## config.mk

```make
export PLATFORM = sky130hd
export DESIGN_NAME = rsp_capture
export DESIGN_NICKNAME = d
export VERILOG_FILES = /design/src/rtl/rsp_cap_pkg.sv /design/src/rtl/rsp_crc7.sv /design/src/rtl/rsp_cap_rx.sv /design/src/rtl/rsp_cap_rd.sv /design/src/rtl/rsp_capture.sv
export SDC_FILE = /design/constraint.sdc
export NUM_CORES = 1
export LEC_CHECK = 0
export ABC_AREA = 0
export BUFFER_PORTS_ARGS = -buffer_cell sky130_fd_sc_hd__buf_2
export CORE_MARGIN = 2
export CORE_UTILIZATION = 35
export CTS_BUF_LIST = sky130_fd_sc_hd__clkbuf_8
export CTS_CLUSTER_SIZE = 28
export DETAILED_ROUTE_END_ITERATION = 7
export HOLD_SLACK_MARGIN = 0.1
export SYNTH_ARGS = -nofsm -noshare
export SYNTH_HDL_FRONTEND = slang
export SYNTH_SLANG_ARGS = --single-unit
export TNS_END_PERCENT = 20
```

## constraint.sdc

```tcl
create_clock -name clk_i -period 3.1 [get_ports clk_i]
set_clock_uncertainty 0.1 [all_clocks]
set_input_delay 0.31 -clock clk_i [delete_from_list [all_inputs] [get_ports clk_i]]
set_output_delay 0.31 -clock clk_i [all_outputs]
set_load 0.02 [all_outputs]
```

## src/rtl/rsp_cap_pkg.sv

```systemverilog
package rsp_cap_pkg;
  localparam logic [2:0] FMT_NONE = 3'd0;
  localparam logic [2:0] FMT_R1   = 3'd1;
  localparam logic [2:0] FMT_R2   = 3'd2;
  localparam logic [2:0] FMT_R3   = 3'd3;

  typedef enum logic [1:0] {ST_IDLE, ST_HUNT, ST_RECV} rx_state_e;
endpackage

```

## src/rtl/rsp_crc7.sv

```systemverilog
module rsp_crc7 (
  input  logic       clk_i,
  input  logic       rst_ni,
  input  logic       clr_i,
  input  logic       en_i,
  input  logic       bit_i,
  output logic [6:0] crc_o
);
  logic fb;
  assign fb = bit_i ^ crc_o[6];

  always_ff @(posedge clk_i or negedge rst_ni) begin
    if (!rst_ni)   crc_o <= '0;
    else if (clr_i) crc_o <= '0;
    else if (en_i)  crc_o <= {crc_o[5:0], 1'b0} ^ (fb ? 7'h09 : 7'h00);
  end
endmodule

```

## src/rtl/rsp_cap_rx.sv

```systemverilog
module rsp_cap_rx
  import rsp_cap_pkg::*;
#(
  parameter int unsigned SHORT_BITS   = 48,
  parameter int unsigned LONG_BITS    = 136,
  parameter int unsigned TIMEOUT_CLKS = 64
) (
  input  logic                 clk_i,
  input  logic                 rst_ni,
  input  logic                 start_i,
  input  logic [2:0]           fmt_i,
  input  logic                 line_i,
  input  logic                 stb_i,
  output logic [LONG_BITS-1:0] frame_o,
  output logic                 long_o,
  output logic                 fill_o,
  output logic                 done_o,
  output logic                 crc_err_o,
  output logic                 timeout_o
);
  localparam int unsigned CNT_W    = $clog2(LONG_BITS + 1);
  localparam int unsigned TO_W     = $clog2(TIMEOUT_CLKS);
  localparam int unsigned CRC_SPAN = SHORT_BITS - 8;

  rx_state_e           state;
  logic [CNT_W-1:0]    bit_cnt;
  logic [TO_W-1:0]     wait_cnt;
  logic                chk_q;
  logic                last_bit;
  logic                crc_en;
  logic [6:0]          crc_val;

  assign last_bit = bit_cnt == (long_o ? CNT_W'(LONG_BITS - 1) : CNT_W'(SHORT_BITS - 1));
  assign crc_en   = !start_i && stb_i && (state == ST_RECV) && (bit_cnt < CNT_W'(CRC_SPAN));

  rsp_crc7 u_crc (
    .clk_i (clk_i),
    .rst_ni(rst_ni),
    .clr_i (start_i),
    .en_i  (crc_en),
    .bit_i (line_i),
    .crc_o (crc_val)
  );

  always_ff @(posedge clk_i or negedge rst_ni) begin
    if (!rst_ni) begin
      state     <= ST_IDLE;
      bit_cnt   <= '0;
      wait_cnt  <= '0;
      chk_q     <= 1'b0;
      long_o    <= 1'b0;
      frame_o   <= '0;
      fill_o    <= 1'b0;
      done_o    <= 1'b0;
      crc_err_o <= 1'b0;
      timeout_o <= 1'b0;
    end else begin
      fill_o <= 1'b0;
      done_o <= 1'b0;
      if (start_i) begin
        crc_err_o <= 1'b0;
        timeout_o <= 1'b0;
        frame_o   <= '0;
        bit_cnt   <= '0;
        wait_cnt  <= '0;
        unique case (fmt_i)
          FMT_R1: begin state <= ST_HUNT; long_o <= 1'b0; chk_q <= 1'b1; end
          FMT_R2: begin state <= ST_HUNT; long_o <= 1'b1; chk_q <= 1'b0; end
          FMT_R3: begin state <= ST_HUNT; long_o <= 1'b0; chk_q <= 1'b0; end
          default: begin state <= ST_IDLE; done_o <= 1'b1; end
        endcase
      end else if (stb_i) begin
        unique case (state)
          ST_HUNT: begin
            if (!line_i) begin
              state   <= ST_RECV;
              bit_cnt <= CNT_W'(1);
            end else if (wait_cnt == TO_W'(TIMEOUT_CLKS - 1)) begin
              state     <= ST_IDLE;
              timeout_o <= 1'b1;
              done_o    <= 1'b1;
            end else begin
              wait_cnt <= wait_cnt + 1'b1;
            end
          end
          ST_RECV: begin
            frame_o <= {frame_o[LONG_BITS-2:0], line_i};
            bit_cnt <= bit_cnt + 1'b1;
            if (last_bit) begin
              state     <= ST_IDLE;
              done_o    <= 1'b1;
              fill_o    <= 1'b1;
              crc_err_o <= chk_q && (crc_val != frame_o[6:0]);
            end
          end
          default: ;
        endcase
      end
    end
  end


  done_pulse_chk: assert property (@(posedge clk_i) disable iff (!rst_ni)
    (done_o && !start_i) |=> !done_o);

  timeout_done_chk: assert property (@(posedge clk_i) disable iff (!rst_ni)
    $rose(timeout_o) |-> done_o);

  flag_excl_chk: assert property (@(posedge clk_i) disable iff (!rst_ni)
    !(crc_err_o && timeout_o));

  start_clear_chk: assert property (@(posedge clk_i) disable iff (!rst_ni)
    start_i |=> (!crc_err_o && !timeout_o));
endmodule

```

## src/rtl/rsp_cap_rd.sv

```systemverilog
module rsp_cap_rd #(
  parameter int unsigned SHORT_BITS = 48,
  parameter int unsigned LONG_BITS  = 136
) (
  input  logic                 clk_i,
  input  logic                 rst_ni,
  input  logic                 clr_i,
  input  logic                 load_i,
  input  logic                 long_i,
  input  logic [LONG_BITS-1:0] frame_i,
  input  logic                 rd_i,
  output logic [15:0]          data_o
);
  localparam int unsigned SHORT_HW = SHORT_BITS / 16;
  localparam int unsigned LONG_HW  = (LONG_BITS + 15) / 16;
  localparam int unsigned PAD_W    = LONG_HW * 16 - LONG_BITS;
  localparam int unsigned PTR_W    = $clog2(LONG_HW + 1);

  logic [PTR_W-1:0]     ptr, cnt;
  logic [LONG_HW*16-1:0] padded, shifted;
  logic [15:0]           hw_long, hw_short, hw_sel;
  logic                  empty;

  assign empty   = ptr == cnt;
  assign padded  = {frame_i, {PAD_W{1'b0}}};
  assign shifted = padded >> (16 * (LONG_HW - 1 - int'(ptr)));
  assign hw_long = (int'(ptr) < LONG_HW) ? shifted[15:0] : 16'h0;

  always_comb begin
    unique case (int'(ptr))
      0:       hw_short = frame_i[47:32];
      1:       hw_short = frame_i[31:16];
      2:       hw_short = {frame_i[7:0], frame_i[15:8]}; // argument low byte on the low lane
      default: hw_short = 16'h0;
    endcase
  end

  assign hw_sel = long_i ? hw_long : hw_short;

  always_ff @(posedge clk_i or negedge rst_ni) begin
    if (!rst_ni) begin
      ptr    <= '0;
      cnt    <= '0;
      data_o <= '0;
    end else if (clr_i) begin
      ptr <= '0;
      cnt <= '0;
    end else if (load_i) begin
      ptr <= '0;
      cnt <= long_i ? PTR_W'(LONG_HW) : PTR_W'(SHORT_HW);
    end else if (rd_i) begin
      if (empty) data_o <= '0;
      else begin
        data_o <= hw_sel;
        ptr    <= ptr + 1'b1;
      end
    end
  end


  empty_rd_chk: assert property (@(posedge clk_i) disable iff (!rst_ni)
    (rd_i && empty && !clr_i && !load_i) |=> (data_o == 16'h0 && $stable(ptr)));

  ptr_bound_chk: assert property (@(posedge clk_i) disable iff (!rst_ni)
    ptr <= cnt);

  data_hold_chk: assert property (@(posedge clk_i) disable iff (!rst_ni)
    !rd_i |=> $stable(data_o));
endmodule

```

## src/rtl/rsp_capture.sv

```systemverilog
module rsp_capture #(
  parameter int unsigned SHORT_BITS   = 48,
  parameter int unsigned LONG_BITS    = 136,
  parameter int unsigned TIMEOUT_CLKS = 64
) (
  input  logic        clk_i,
  input  logic        rst_ni,
  input  logic        start_i,
  input  logic [2:0]  rsp_fmt_i,
  input  logic        cmd_line_i,
  input  logic        cmd_stb_i,
  input  logic        rd_i,
  output logic [15:0] rd_data_o,
  output logic        rsp_done_o,
  output logic        crc_err_o,
  output logic        rsp_timeout_o
);
  logic [LONG_BITS-1:0] frame;
  logic                 is_long, fill;

  rsp_cap_rx #(
    .SHORT_BITS  (SHORT_BITS),
    .LONG_BITS   (LONG_BITS),
    .TIMEOUT_CLKS(TIMEOUT_CLKS)
  ) u_rx (
    .clk_i    (clk_i),
    .rst_ni   (rst_ni),
    .start_i  (start_i),
    .fmt_i    (rsp_fmt_i),
    .line_i   (cmd_line_i),
    .stb_i    (cmd_stb_i),
    .frame_o  (frame),
    .long_o   (is_long),
    .fill_o   (fill),
    .done_o   (rsp_done_o),
    .crc_err_o(crc_err_o),
    .timeout_o(rsp_timeout_o)
  );

  rsp_cap_rd #(
    .SHORT_BITS(SHORT_BITS),
    .LONG_BITS (LONG_BITS)
  ) u_rd (
    .clk_i  (clk_i),
    .rst_ni (rst_ni),
    .clr_i  (start_i),
    .load_i (fill),
    .long_i (is_long),
    .frame_i(frame),
    .rd_i   (rd_i),
    .data_o (rd_data_o)
  );
endmodule

```

### Yosys cells after proc, flatten, opt, wreduce, memory -nomap -nowiden

Cells that the tools add are included.

* word-level logic and storage cells: 127
* output and inout bits: 19
* register bits: 189

* shifts and indexed selects: 1
* reduce and logical (&&, ||, !) cells: 31
* muxes and demuxes: 55
* equality and inequality tests: 16
* bitwise gates (word level): 4
* order comparisons: 2
* $add $sub $neg: 4

Operator list (number)
* 2-to-1 mux 136 bit: 3
* right shift 144 x 32 -> 16 bit: 1
* 2-to-1 mux 16 bit: 3
* one-hot mux 16 bit (3 select lines): 1
* 2-to-1 mux 4 bit: 8
* 2-to-1 mux 8 bit: 4
* 2-to-1 mux 6 bit: 5
* nonzero test 2 bit: 10
* 2-to-1 mux 1 bit: 19
* one-hot mux 8 bit (2 select lines): 1
* 2-to-1 mux 7 bit: 2
* AND reduction 4 bit: 3
* 2-to-1 mux 2 bit: 5
* AND reduction 3 bit: 3
* adder 8 x 1 -> 8 bit, second input constant: 1
* == test 8 bit: 1
* less-than comparator 8 x 6 -> 1 bit, second input constant: 1
* AND reduction 2 bit: 4
* != test 7 bit: 1
* XOR 7 x 4 -> 7 bit: 1
* adder 6 x 1 -> 6 bit, second input constant: 1
* == test 3 x 2 -> 1 bit, second input constant: 2
* == test 6 bit, second input constant: 1
* != test 3 bit, second input constant: 2
* other kinds (22): 30

### Depth between registers and ports, before layout

Gate-level depths: netlist of run 1.

* depth after elaboration: 6
* mapped depth: 11

### By module

Synthesis of run 1 repeated with hierarchy kept, for this count alone.

* cells, all modules: 1043
* area, all modules: 9629.2 um^2

By module, submodules not included
* rsp_cap_rx: times used 1, area each 6612.6 um^2, cells each 725
* rsp_cap_rd: times used 1, area each 2708.8 um^2, cells each 290
* rsp_crc7: times used 1, area each 307.8 um^2, cells each 28

### Worst setup path before layout of run 1

No wires, ideal clock.

* path kind: flip-flop to flip-flop
* start point: register u_rd.ptr[0]
* end point: register u_rd.data_o[10]
* stages on the path, launching flop included: 10
* data arrival time: 2.450 ns
* setup slack: 0.424 ns
* buffers on the path: 3
* cell sequence: dfrtp_1 > buf_4 > inv_4 > buf_6 > ha_1 > xor2_1 > buf_2 > mux4_2 > mux2_2 > a221o_1

* word-level cells in the longest chain between the ends: 5
* elaborated cells on any way between the ends: 11
* classes of those cells: 1 x add/sub; 1 x order compare; 3 x eq/ne; 1 x shift; 4 x mux; 1 x reduce/logical

RTL lines
* start: declaration: RTL line rsp_cap_rd.sv:19 `logic [PTR_W-1:0] ptr, cnt;`
* start signal: assignment: RTL line rsp_cap_rd.sv:55 `ptr <= ptr + 1'b1;`
* subtractor 4 x 4 -> 5 bit: RTL line rsp_cap_rd.sv:26 `assign shifted = padded >> (16 * (LONG_HW - 1 - int'(ptr)));`
* right shift 144 x 32 -> 16 bit: RTL line rsp_cap_rd.sv:26
* 2-to-1 mux 16 bit: RTL line rsp_cap_rd.sv:27 `assign hw_long = (int'(ptr) < LONG_HW) ? shifted[15:0] : 16'h0;`
* 2-to-1 mux 16 bit: RTL line rsp_cap_rd.sv:38 `assign hw_sel = long_i ? hw_long : hw_short;`
* 2-to-1 mux 16 bit (*): RTL line rsp_cap_rd.sv:52 `if (empty) data_o <= '0;`
* end signal: assignment: RTL line rsp_cap_rd.sv:54 `data_o <= hw_sel;`
* end: declaration: RTL line rsp_cap_rd.sv:12 `output logic [15:0] data_o`

Mark *: on every way between the ends. The rest lies on a longest branch, timed or not.
A chain may end at the register's enable or synchronous reset.

### Worst setup path in the final report of run 1

* start point: register u_rd.ptr[0]
* end point: register u_rd.data_o[8]

The elaborated chain is that of the path after synthesis.

==> results.md, run 1 <==
- In the finished design, the share of the clock period the worst path needs comes to 0.8571.
- In this run the tightest slew margin relative to its limit is 0.2740.
- The first routing iteration left 669 violations.
- In the routed layout, each cell is associated on average with a via count of 5.797.
- The critical-path cell with the highest stage delay is sky130_fd_sc_hd__nor4b_2.
- The final setup violation count is 0.
- The number of cell instances on the worst register-to-register path is 6.
- The number of buffer cells added on primary ports is 27.
- The buffer depth of the longest clock path is 2.
- The die covers 26,070 sq um.
- The total of cells resized after clock tree synthesis is 0.
- After floorplanning, the core was sized to cover 24,320 sq um.
- The reg-to-reg endpoint is u_rd.data_o[8].
- The final sum of negative setup slack is 0 ns.
- The flip-flop and latch count after synthesis is 188.
- Grouping stages by cell kind, the critical path spends the most delay in simple AND/OR/NAND/NOR gates.
- The number of antenna repair diodes is 0.
- The die span in x is 161.5 um.
- The hold buffer count at cts is 7.
- The pin count of the biggest net entering global routing is 138.
- The cell sitting at the root of the clock tree is a sky130_fd_sc_hd__clkbuf_8.
- The run finished with clean final reports.
- The routed layout has 6,064 vias.
- The final estimated routing congestion in global placement is 0.8534.
- Setup repair after global routing left no endpoint under its margin.
- The floorplan step set the die height to 161.5 um.
- The number of buffers created by CTS is 17.
- The worst hold path begins at start_i.
- The max-slew violation count came to 0.
- The later-pin clock latency in the skew report is 0.47 ns.
- The maximum fanout along the worst path is 11.
- The I/O pin count is 28.
- The signal on the critical path passes through inv_4 > ha_1 > a31oi_1 > nor4b_2 > and3_1 > a221o_1.
- For this run, the register share of the synthesized area comes to 0.5420.
- The worst hold path terminates at u_rx.bit_cnt[1].
- Max-cap violations in this run came to 0.
- The critical path is of the flip-flop to flip-flop type.
- The mean cell area of the mapped netlist is 12.42 sq um.
- The number of remaining DRC errors is 0.
- The filler cells instantiated in the layout total 2,301.
- The top cell type by total area after synthesis is sky130_fd_sc_hd__dfrtp_1.
- The initialized floorplan defines 57 standard-cell rows.
- The number of clock sinks is 188.
- The final critical-path required period is 2.657 ns.
- The number of endpoints with negative hold slack in the final report is 0.
- The final HPWL from detailed placement is 13.84 mm.
- The global-route wire length before repair is 35.60 mm.
- The number of global-route vias before repair is 6,140.
- The worst hold path stage count is 4.
- Among all flip-flop cells after synthesis, the most frequent one is sky130_fd_sc_hd__dfrtp_1.
- In this run, synthesis inferred 0 flip-flops with an integrated enable.
- The number of buffers and inverters on the critical path is 1.
- The leakage dissipation is 0.004384 uW.
- The number of search-and-repair iterations in the first detailed-routing pass is 5.
- On the worst path, the slowest cell contributes a delay of 0.90 ns.
- The gate count after technology mapping is 699.
- The power density over the cells is 455.4 nW/um^2.
- CTS built an H-tree with a depth of 4.
- The kind of path behind the tightest hold check is primary input to flip-flop.
- The routed wire length is 21.72 mm.
- The top cell type's share of synthesized area is 0.5420.
- The net total in the final layout is 727.
- The net count after synthesis is 717.
- During synthesis, Yosys emitted a total of 0 warnings.
- STA classifies the critical path startpoint as a flip-flop.
- The slew at the pin closest to its max-slew limit is 1.086 ns.
- TritonCTS built the clock tree.
- The arrival time at the worst endpoint is 2.96 ns.
- After synthesis the cells add up to 8680 sq um.
- Dividing the detail-routed wire length by the instance count gives 20.76 um.
- The initial antenna violation count was 0.
- The count of nets left with antenna violations once routing finished came out at 0.
- After global routing the overflow that remains totals 0.
- The cell count after placement is 1,007.
- The reg-to-reg setup timing slack is 0.44 ns.
- Of the cells placed in the final design, the portion with a size suffix greater than 1 is 0.1690.
- Sorting the synthesized cells by area gives the leading types as sky130_fd_sc_hd__dfrtp_1 (54%), sky130_fd_sc_hd__a22o_1 (14%), sky130_fd_sc_hd__mux4_2 (6.2%), sky130_fd_sc_hd__mux2_2 (1.9%), sky130_fd_sc_hd__a222oi_1 (1.8%).
- After synthesis, the netlist uses 50 different library cells.
- Data on the critical path is required at its endpoint by 3.40 ns.
- Derived from the worst setup path, the maximum achievable clock frequency is 0.3763 GHz.
- The maximum vdd drop is 0.2961 mV.
- The initial utilization of the core area, before any placement, comes to 0.3569.
- The total setup buffers inserted after CTS is 0.
- The global-route total usage across every layer is 0.1725.
- For this run, the number of standard cells in the final layout without fillers is 1,046.
- Counting flops with an async set or reset pin after synthesis yields a share of 1.000.
- The category of the worst setup path capture point is a flip-flop.
- The origin of the critical flop-to-flop path is u_rd.ptr[0].
- The area growth from synthesis to layout is 11.09%.
- Clock-pin slew was measured on the worst setup and hold paths at 0.10 ns.
==> logic make-up (layout without fill, tap and decap cells) <==
family	Yosys count	in the layout	share of synthesized area
DFF	188	188	0.5420
xor gates and xnor gates	23	23	0.02321
AOI/OAI and AO/OA	240	240	0.2279
muxes	48	48	0.09212
and+or+nand+nor	122	122	0.06819
adders and majority gates	9	9	0.01297
buffers and inverters	69	92	0.03359
==> metrics by stage <==
stage                     hold slack [ns]  instance area, sq um    util  setup WS, ns  total power (uW)
after global routing               0.1188                  9642  0.3965        0.2285              4575
after detailed placement           0.3684                  9151  0.3763        0.4512              2695
after global placement             0.3669                  9151  0.3763        0.5561              2694
final                              0.1207                  9642  0.3965        0.4429              4391
after floorplan                  -0.08559                  8680       -        0.4242              2601
after CTS                          0.1050                  9642  0.3965        0.4313              4433
==> layout by cell type (no fill, tap or decap), types with 9 or more instances in the layout <==
| cell | synthesis | layout |
|---|---|---|
| sky130_fd_sc_hd__a222oi_1 | 16 | 16 |
| sky130_fd_sc_hd__o21ai_0 | 19 | 19 |
| sky130_fd_sc_hd__nor3_1 | 24 | 24 |
| sky130_fd_sc_hd__a221o_1 | 15 | 15 |
| sky130_fd_sc_hd__dfrtp_1 | 188 | 188 |
| sky130_fd_sc_hd__mux4_2 | 24 | 24 |
| sky130_fd_sc_hd__nor2_1 | 39 | 39 |
| sky130_fd_sc_hd__ha_1 | 9 | 9 |
| sky130_fd_sc_hd__o31ai_1 | 9 | 9 |
| sky130_fd_sc_hd__buf_2 | 14 | 26 |
| sky130_fd_sc_hd__mux2_2 | 15 | 15 |
| sky130_fd_sc_hd__mux2i_1 | 9 | 9 |
| sky130_fd_sc_hd__clkbuf_8 | 0 | 20 |
| sky130_fd_sc_hd__a21oi_1 | 16 | 15 |
| sky130_fd_sc_hd__a221oi_1 | 9 | 9 |
| sky130_fd_sc_hd__buf_4 | 1 | 16 |
| sky130_fd_sc_hd__xnor2_1 | 13 | 13 |
| sky130_fd_sc_hd__nand2_1 | 24 | 24 |
| sky130_fd_sc_hd__a22o_1 | 136 | 136 |
| sky130_fd_sc_hd__xor2_1 | 10 | 9 |
==> worst min-delay path, delay by kind of cell <==
family	cells	cell delay (ns)
AO/OA/AOI/OAI	1	0.06
AND/OR/NAND/NOR	2	0.16
buffers and inverters	1	0.12
==> power breakdown <==
group / internal, uW / switching, uW / leakage (uW)
Sequential: 2460 / 9.40 / 0.00262
Combinational: 47.4 / 139 / 0.00155
Clock: 784 / 951 / 0.000216
Total: 3290 / 1100 / 0.00438
==> worst max path at each step <==
stage                      endpoint  slack [ns]  cells after the start         from
global route         u_rd.data_o[8]        0.23                      6  u_rd.ptr[0]
CTS                  u_rd.data_o[8]        0.43                      6  u_rd.ptr[0]
global placement    u_rd.data_o[11]        0.56                      6  u_rd.ptr[0]
detailed placement  u_rd.data_o[11]        0.45                      6  u_rd.ptr[0]
finish               u_rd.data_o[8]        0.44                      6  u_rd.ptr[0]
floorplan           u_rd.data_o[10]        0.42                      9  u_rd.ptr[0]
==> area by class of cell <==
cell class                 instances  area (sq um)  share of cell area
sequential                       188          4705              0.4879
multi-input combinational        442          3705              0.3842
tap                              324         405.4             0.04205
timing repair buffer              52         374.1             0.03880
clock buffer                      19         261.5             0.02712
clock inverter                    13         158.9             0.01648
inverter                           8         32.53            0.003374
==> sequential cells by signal, indices dropped and copies added (netlist names) <==
name              count
u_rx.wait_cnt         6
u_rx.fill_o           1
u_rx.bit_cnt          8
u_rx.chk_q            1
u_rx.long_o           1
u_rx.timeout_o        1
u_rx.frame_o        136
u_rx.u_crc.crc_o      7
u_rd.data_o          16
u_rd.ptr              4
u_rx.crc_err_o        1
u_rx.done_o           1
u_rx.state            2
u_rd.cnt              3
==> cells in the mapped netlist (2+ instances only) <==
cell type,n
sky130_fd_sc_hd__dfrtp_1,188
sky130_fd_sc_hd__a22o_1,136
sky130_fd_sc_hd__nor2_1,39
sky130_fd_sc_hd__clkbuf_1,38
sky130_fd_sc_hd__mux4_2,24
sky130_fd_sc_hd__nand2_1,24
sky130_fd_sc_hd__nor3_1,24
sky130_fd_sc_hd__o21ai_0,19
sky130_fd_sc_hd__a21oi_1,16
sky130_fd_sc_hd__a222oi_1,16
sky130_fd_sc_hd__a221o_1,15
sky130_fd_sc_hd__mux2_2,15
sky130_fd_sc_hd__buf_2,14
sky130_fd_sc_hd__xnor2_1,13
sky130_fd_sc_hd__xor2_1,10
sky130_fd_sc_hd__a221oi_1,9
sky130_fd_sc_hd__ha_1,9
sky130_fd_sc_hd__mux2i_1,9
sky130_fd_sc_hd__o31ai_1,9
sky130_fd_sc_hd__inv_1,7
sky130_fd_sc_hd__buf_1,6
sky130_fd_sc_hd__and3_1,5
sky130_fd_sc_hd__nand3_1,5
sky130_fd_sc_hd__nand4_1,5
sky130_fd_sc_hd__a31oi_1,4
sky130_fd_sc_hd__and2_1,4
sky130_fd_sc_hd__nand2b_1,4
sky130_fd_sc_hd__nor2b_1,4
sky130_fd_sc_hd__o2111ai_1,3
sky130_fd_sc_hd__a21o_1,2
sky130_fd_sc_hd__nor4bb_1,2
sky130_fd_sc_hd__o21a_1,2
sky130_fd_sc_hd__o22ai_1,2
==> layer usage <==
layer	routed length [um]	vias to the layer above	global-route usage
met2	9875	172	0.2500
met4	450	0	0.05317
met3	1220	30	0.03852
li1	-	2747	-
met1	10170	3115	0.2573
met5	0	-	0
No activity file was read; power rests on OpenSTA's default activity.
==> run 2: changes to the inputs <==
--- a/config.mk
+++ b/config.mk
@@ -7,12 +7,15 @@
 export LEC_CHECK = 0
 export ABC_AREA = 0
 export BUFFER_PORTS_ARGS = -buffer_cell sky130_fd_sc_hd__buf_2
+export CAP_MARGIN = 5
+export CORE_ASPECT_RATIO = 0.9
 export CORE_MARGIN = 2
 export CORE_UTILIZATION = 35
 export CTS_BUF_LIST = sky130_fd_sc_hd__clkbuf_8
 export CTS_CLUSTER_SIZE = 28
 export DETAILED_ROUTE_END_ITERATION = 7
 export HOLD_SLACK_MARGIN = 0.1
+export REMOVE_ABC_BUFFERS = 1
 export SYNTH_ARGS = -nofsm -noshare
 export SYNTH_HDL_FRONTEND = slang
 export SYNTH_SLANG_ARGS = --single-unit
==> run 2 against run 1 <==
Effect of this change:
- first-iteration DRC count grew 7.5%
- via count grew 3.4%
- count of clock-buffer cells in the layout is the same
- combinational power is essentially flat
- sequential power is essentially flat
- sequential share of layout area grew 0.24 points
- power shrank 3.8%
- global-route usage grew 0.26 points
==> results.md, run 2 (synthesized netlist as in run 1, its figures left out) <==
- The number of vias per cell is 6.090.
- In this run the critical register-to-register path is captured at u_rd.data_o[12].
- The number of cell instances on the worst register-to-register path is 5.
- The worst hold path begins at rsp_fmt_i[2].
- The net total in the final layout is 727.
- The analysis attributes to cell leakage a power of 0.004370 uW.
- Leaving out fill and tap cells, the most frequent cells in the layout are sky130_fd_sc_hd__dfrtp_1 (188), sky130_fd_sc_hd__a22o_1 (136), sky130_fd_sc_hd__nor2_1 (39).
- The die is 170.0 um wide.
- For this run, global-route usage on met1 was measured as 0.2727.
- Across the whole layout, storage elements account for 4705 sq um.
- The starting utilization of the core area is 0.3568.
- The wire length per cell after detailed routing is 21.49 um.
- The maximum fanout along the worst path is 11.
- The worst hold path was traced through 4 stages.
- Based on the critical path, the design can be clocked at up to 0.3710 GHz.
- The slew at the pin closest to its max-slew limit is 1.156 ns.
- The category of the worst setup path capture point is a flip-flop.
- The data required time of the critical path is 3.40 ns.
- The number of search-and-repair iterations in the first detailed-routing pass is 6.
- Leaving out fill and tap cells, the most frequent cell in the layout is sky130_fd_sc_hd__dfrtp_1.
- Setup repair after global routing left no endpoint under its margin.
- In the final layout, the share of cells above drive strength 1 is 0.1690.
- The number of global-route vias before repair is 6,077.
- The first routing iteration left 719 violations.
- The congestion estimate from routability-driven global placement came to 0.8146.
- The clock transition time at the flip-flop clock pins of the worst setup and hold paths is 0.11 ns.
- The startpoint identified for the worst register-to-register timing path is u_rd.ptr[3].
- The max-slew violation count is 0.
- The final critical-path required period is 2.695 ns.
- The reg-to-reg setup timing slack is 0.40 ns.
- Port buffering added 27 buffers.
- The share of the clock period used by the worst path is 0.8694.
- The global-route total usage across every layer is 0.1751.
- The critical-path cell with the highest stage delay is sky130_fd_sc_hd__nor4b_2.
- The global-route wire length before repair is 35.64 mm.
- The die height is 153.4 um.
- The placeable core area is 24,320 sq um.
- The routed wire length is 22.14 mm.
- The later-pin clock latency in the skew report is 0.48 ns.
- The critical path goes through xnor2_1 > nand4_1 > nor4b_2 > and3_1 > a221o_1.
- The number of flip-flops in the largest register is 136.
- The run finished with clean final reports.
- Compared with the post-synthesis result, the final layout area differs by 10.54%.
- Summing all multi-input logic gate instances after layout gives 3705 sq um.
- In this run the tightest slew margin relative to its limit is 0.2273.
- The highest-utilization routing layer at the global route stage is met1.
- The number of endpoints with negative hold slack in the final report is 0.
- The deepest level of the CTS H-tree is 4.
- The final-layout fill cell count is 2,314.
- The pin count of the biggest net entering global routing is 138.
- Detailed routing inserted a total of 6,273 vias.
- The maximum vdd drop is 0.2581 mV.
- The buffer depth of the longest clock path is 2.
- The count of nets left with antenna violations after detail routing is 0.
- The max-cap check violation count is 0.
- The final setup violation count is 0.
- The register with the most flip-flops is u_rx.frame_o.
- The total setup buffers inserted after CTS is 0.
- After global routing the overflow that remains totals 0.
- For hold timing, the worst endpoint is u_rx.state[0].
- For this run, global-route usage on met3 was measured as 0.03004.
- The total of cells resized after clock tree synthesis is 0.
- The number of clock sinks is 188.
- The instance area after placement is 9156 sq um.
- The final standard cell utilization of the core is 0.3944.
- For this run, design rule violations remaining after detail routing come to 0.
- The die covers 26,080 sq um.
- The I/O pin count is 28.
- The power density over the cells is 440.2 nW/um^2.
- STA classifies the critical path startpoint as a flip-flop.
- The floorplan has 54 rows.
- The initial antenna violation count is 0.
- The tree is rooted in a sky130_fd_sc_hd__clkbuf_8.
- TritonCTS created 17 clock buffers.
- For this run, global-route usage on met2 was measured as 0.2507.
- The kind of path behind the tightest hold check is primary input to flip-flop.
- The TritonCTS clock tree is done.
- The worst setup path is of the flip-flop to flip-flop kind.
- The biggest cell delay along the critical path is 0.95 ns.
- In the final layout, the registers with the most flip-flops are u_rx.frame_o (136), u_rd.data_o (16), u_rx.bit_cnt (8).
- The arrival time at the worst endpoint is 3.00 ns.
- Summed over all nets, the half-perimeter wirelength after detailed placement is 14.15 mm.
- The final standard cell area without fillers is 9594 sq um.
- The number of antenna repair diodes is 0.
run 2: cell types whose count changed in the layout (fill, tap and decap cells not counted), sizes merged:
cell	delta
inv	+2
clkinvlp	+1
clkinv	-1
bufinv	-2
run 2: timing repair:
action	in CTS	in global routing
endpoints found under the hold margin	67	0
hold buffers	7	0
endpoints found under the setup margin	0	0
run 2: per-layer routing:
layer / vias up / share of wire
met5: - / 0
met4: 0 / 0.012
met3: 17 / 0.045
met2: 183 / 0.45
met1: 3313 / 0.49
li1: 2760 / -
run 2: critical path, delay by kind of cell, from the launching register on:
family | cells | cell delay (ns)
XOR/XNOR | 1 | 0.19
AND/OR/NAND/NOR | 3 | 1.62
flip-flops | 1 | 0.51
AO/OA/AOI/OAI | 1 | 0.20
run 2: final cells by class:
class                           count  share of cell area
Timing Repair Buffer               52             0.04160
Clock inverter                     13             0.01109
Inverter                            8            0.003391
Clock buffer                       19             0.02726
Tap cell                          308             0.04017
Multi-Input combinational cell    442              0.3861
Sequential cell                   188              0.4903
run 2: power breakdown:
part           leakage (uW)  switching, uW  total [uW]  internal, uW
Combinational       0.00156            140         189          48.8
Clock              0.000191            944        1560           620
Sequential          0.00262           10.1        2470          2460
run 2: worst max path at each step:
| stage | start | end | slack (ns) | cells after the start |
|---|---|---|---|---|
| floorplan | u_rx.state[0] | u_rx.crc_err_o | -3.24 | 6 |
| CTS | u_rd.ptr[3] | u_rd.data_o[9] | 0.42 | 5 |
| global route | u_rd.ptr[3] | u_rd.data_o[12] | 0.17 | 5 |
| global placement | u_rd.ptr[0] | u_rd.data_o[6] | 0.51 | 7 |
| detailed placement | u_rd.ptr[3] | u_rd.data_o[14] | 0.46 | 5 |
| finish | u_rd.ptr[3] | u_rd.data_o[12] | 0.40 | 5 |
run 2: metrics by stage:
stage                     hold WS, ns  std cells  total power [uW]  setup WS [ns]  setup TNS (ns)
after detailed placement       0.2380        991              2701         0.4551               0
after floorplan              -0.08559        638              2587         -3.244         -448.15
after CTS                      0.1139       1030              4272         0.4169               0
after global routing           0.1258       1030              4412         0.1652               0
final                          0.1262       1030              4223         0.4049               0
after global placement         0.2461        991              2699         0.5108               0
==> run 3: changes to the inputs <==
--- a/config.mk
+++ b/config.mk
@@ -9,7 +9,6 @@
 export BUFFER_PORTS_ARGS = -buffer_cell sky130_fd_sc_hd__buf_2
 export CAP_MARGIN = 5
 export CORE_ASPECT_RATIO = 0.9
-export CORE_MARGIN = 2
 export CORE_UTILIZATION = 35
 export CTS_BUF_LIST = sky130_fd_sc_hd__clkbuf_8
 export CTS_CLUSTER_SIZE = 28
==> run 3 against run 2 <==
Effect of this change:
- clock power increased by 9%
- worst hold slack improved by 0.0097 ns
- critical path type unchanged
- die area down 2.5%
- highest routed layer unchanged
- largest cell class unchanged
- design area grew 0.26%
- count of clock-buffer cells in the layout decreased by 2
- flip-flop and latch count did not move
==> results.md, run 3 (synthesized netlist as in run 1, its figures left out) <==
- The I/O pin count is 28.
- The number of endpoints with negative hold slack in the final report is 0.
- The register with the most flip-flops in the layout has 136 of them.
- The deepest level of the CTS H-tree is 4.
- The final critical-path required period is 2.757 ns.
- The number of buffers created by CTS is 17.
- The count of nets left with antenna violations after detail routing is 0.
- Compared with the post-synthesis result, the final layout area differs by 10.83%.
- For this design the ratio of total power to cell area is 453.3 nW/um^2.
- Headroom to the max-slew limit came out at 0.1630.
- The final-layout fill cell count is 2,294.
- The flow ran to the end, and the final reports show no timing, DRC or antenna violations.
- The global-route wire length before repair is 35.25 mm.
- The share of the clock period used by the worst path is 0.8895.
- The fraction of final layout cells sized beyond drive strength 1 is 0.1667.
- The final setup violation count is 0.
- For this design the static power due to leakage is 0.004373 uW.
- After clock tree synthesis, the clock-pin slew on the worst setup and hold paths is 0.10 ns.
- The die covers 25,430 sq um.
- The buffer depth of the longest clock path is 2.
- The cell count after placement is 989.
- The pin count of the biggest net entering global routing is 138.
- STA classifies the critical path startpoint as a flip-flop.
- The data required time of the critical path is 3.41 ns.
- Ranked by flip-flop count, first place goes to u_rx.frame_o.
- The number of search-and-repair iterations in the first detailed-routing pass is 7.
- The core region is 24,320 sq um.
- The later pin in the worst-skew pair is clocked with a latency of 0.48 ns.
- Port buffering added 27 buffers.
- The number of antenna repair diodes is 0.
- At the end of the flow, the number of nets in the layout was 725.
- The instance area after placement is 9141 sq um.
- The initial utilization of the core area, before any placement, comes to 0.3568.
- The max-slew violation count is 0.
- At the placement stage, the worst setup path has a slack of 0.4191 ns.
- The library cells used most frequently in the layout, excluding fill and tap cells, are sky130_fd_sc_hd__dfrtp_1 (188), sky130_fd_sc_hd__a22o_1 (136), sky130_fd_sc_hd__nor2_1 (39).
- The power after layout is 4361 uW.
- The maximum fanout along the worst path is 11.
- The die is 168.0 um wide.
- Based on the critical path, the design can be clocked at up to 0.3627 GHz.
- Dividing the detail-routed wire length by the instance count gives 21.03 um.
- The TritonCTS clock tree is done.
- The number of clock sinks is 188.
- The worst setup path is captured at a flip-flop.
- The number of remaining DRC errors is 0.
- The final estimated routing congestion in global placement is 0.7965.
- The finished layout holds 1,028 standard cells, fillers aside.
- The finished cells cover 9619 sq um.
- The worst hold slack across all endpoints is 0.1360 ns.
- The total number of placement rows is 54.
- The kind of path behind the tightest hold check is primary input to flip-flop.
- The largest registers in the layout are u_rx.frame_o (136), u_rd.data_o (16), u_rx.bit_cnt (8).
- The max-cap check violation count is 0.
- The least setup slack across all paths after layout is 0.3426 ns.
- The overall via count from detail_route is 6,120.
- For this run, the total global-route usage over all layers was measured as 0.1810.
- The leftover overflow at the end of global routing is 0.
- The startpoint-to-endpoint class of the critical path is flip-flop to flip-flop.
- The total of cells resized after clock tree synthesis is 0.
- Detailed placement finished with a half-perimeter wire length of 13.81 mm.
- Setup repair after global routing left no endpoint under its margin.
- The violation count after the first detailed-route iteration is 655.
- The number of vias per cell is 5.953.
- Data on the critical path arrives at its endpoint at 3.07 ns.
- The most frequent standard cell in the layout excluding fill and tap cells is sky130_fd_sc_hd__dfrtp_1.
- The initial antenna violation count is 0.
- For the pin with the worst max-slew slack, the measured transition is 1.252 ns.
- Summed over all layers, the routed wires come to 21.62 mm.
- The maximum vdd drop is 0.2792 mV.
- The floorplan step set the die height to 151.4 um.
- The total setup buffers inserted after CTS is 0.
- The master cell of the clock root buffer is sky130_fd_sc_hd__clkbuf_8.
- The number of global-route vias before repair came to 5,967.
## run 3: cell types whose count changed in the layout (fill, tap and decap cells not counted), sizes merged
cell	previous run	this run
bufinv	0	2
clkinvlp	1	2
clkbuf	20	18
clkinv	5	2
inv	15	17
buf	44	42
## run 3: worst paths after layout
kind                                start                 to  slack, ns  cells past startpoint
min in group asynchronous          rst_ni  u_rx.frame_o[110]       0.35                      2
min                          rsp_fmt_i[2]      u_rx.state[0]       0.14                      4
max reg2reg                   u_rd.ptr[3]    u_rd.data_o[10]       0.34                      5
max                           u_rd.ptr[3]    u_rd.data_o[10]       0.34                      5
min reg2reg                u_rx.timeout_o     u_rx.timeout_o       0.41                      2
max in group asynchronous          rst_ni     u_rd.data_o[5]       1.72                      3
## run 3: worst max-delay path, cell delays in order (launching register included)
cell and delay, ns:
sky130_fd_sc_hd__dfrtp_1 0.51, sky130_fd_sc_hd__xnor2_1 0.18, sky130_fd_sc_hd__nand4_1 0.16, sky130_fd_sc_hd__nor4b_2 1.02
sky130_fd_sc_hd__and3_1 0.51, sky130_fd_sc_hd__a221o_1 0.22
## run 3: per-stage QoR
stage          setup TNS [ns]  utilization
3_3_place_gp                0       0.3758
6_report                    0       0.3955
4_1_cts                     0       0.3955
5_1_grt                     0       0.3955
2_1_floorplan         -448.15            -
3_5_place_dp                0       0.3758
## run 3: routing by layer
metal	share of wire	GRT usage	up-vias
met2	0.44	0.2627	171
met5	0	0	-
li1	-	-	2756
met3	0.048	0.02848	20
met4	0.012	0.05275	0
met1	0.50	0.2765	3173
## run 3: layout make-up
class | count | area, sq um | area share
clock buffers | 17 | 234.0 | 0.02432
clock inverters | 15 | 173.9 | 0.01808
inverters | 8 | 32.53 | 0.003382
multi-input cells | 442 | 3705 | 0.3851
flip-flops and latches | 188 | 4705 | 0.4891
well taps | 308 | 385.4 | 0.04006
repair buffers | 50 | 384.1 | 0.03993
## run 3: timing repair
action / 4_1_cts / 5_1_grt
endpoints found under the setup margin: 0 / 0
hold endpoints to repair: 84 / 0
hold buffers: 7 / 0
## run 3: report_power, final
part           internal (uW)  switching [uW]
sequential              2460            9.75
combinational           48.6             137
clock                    747             958
total                   3260            1100
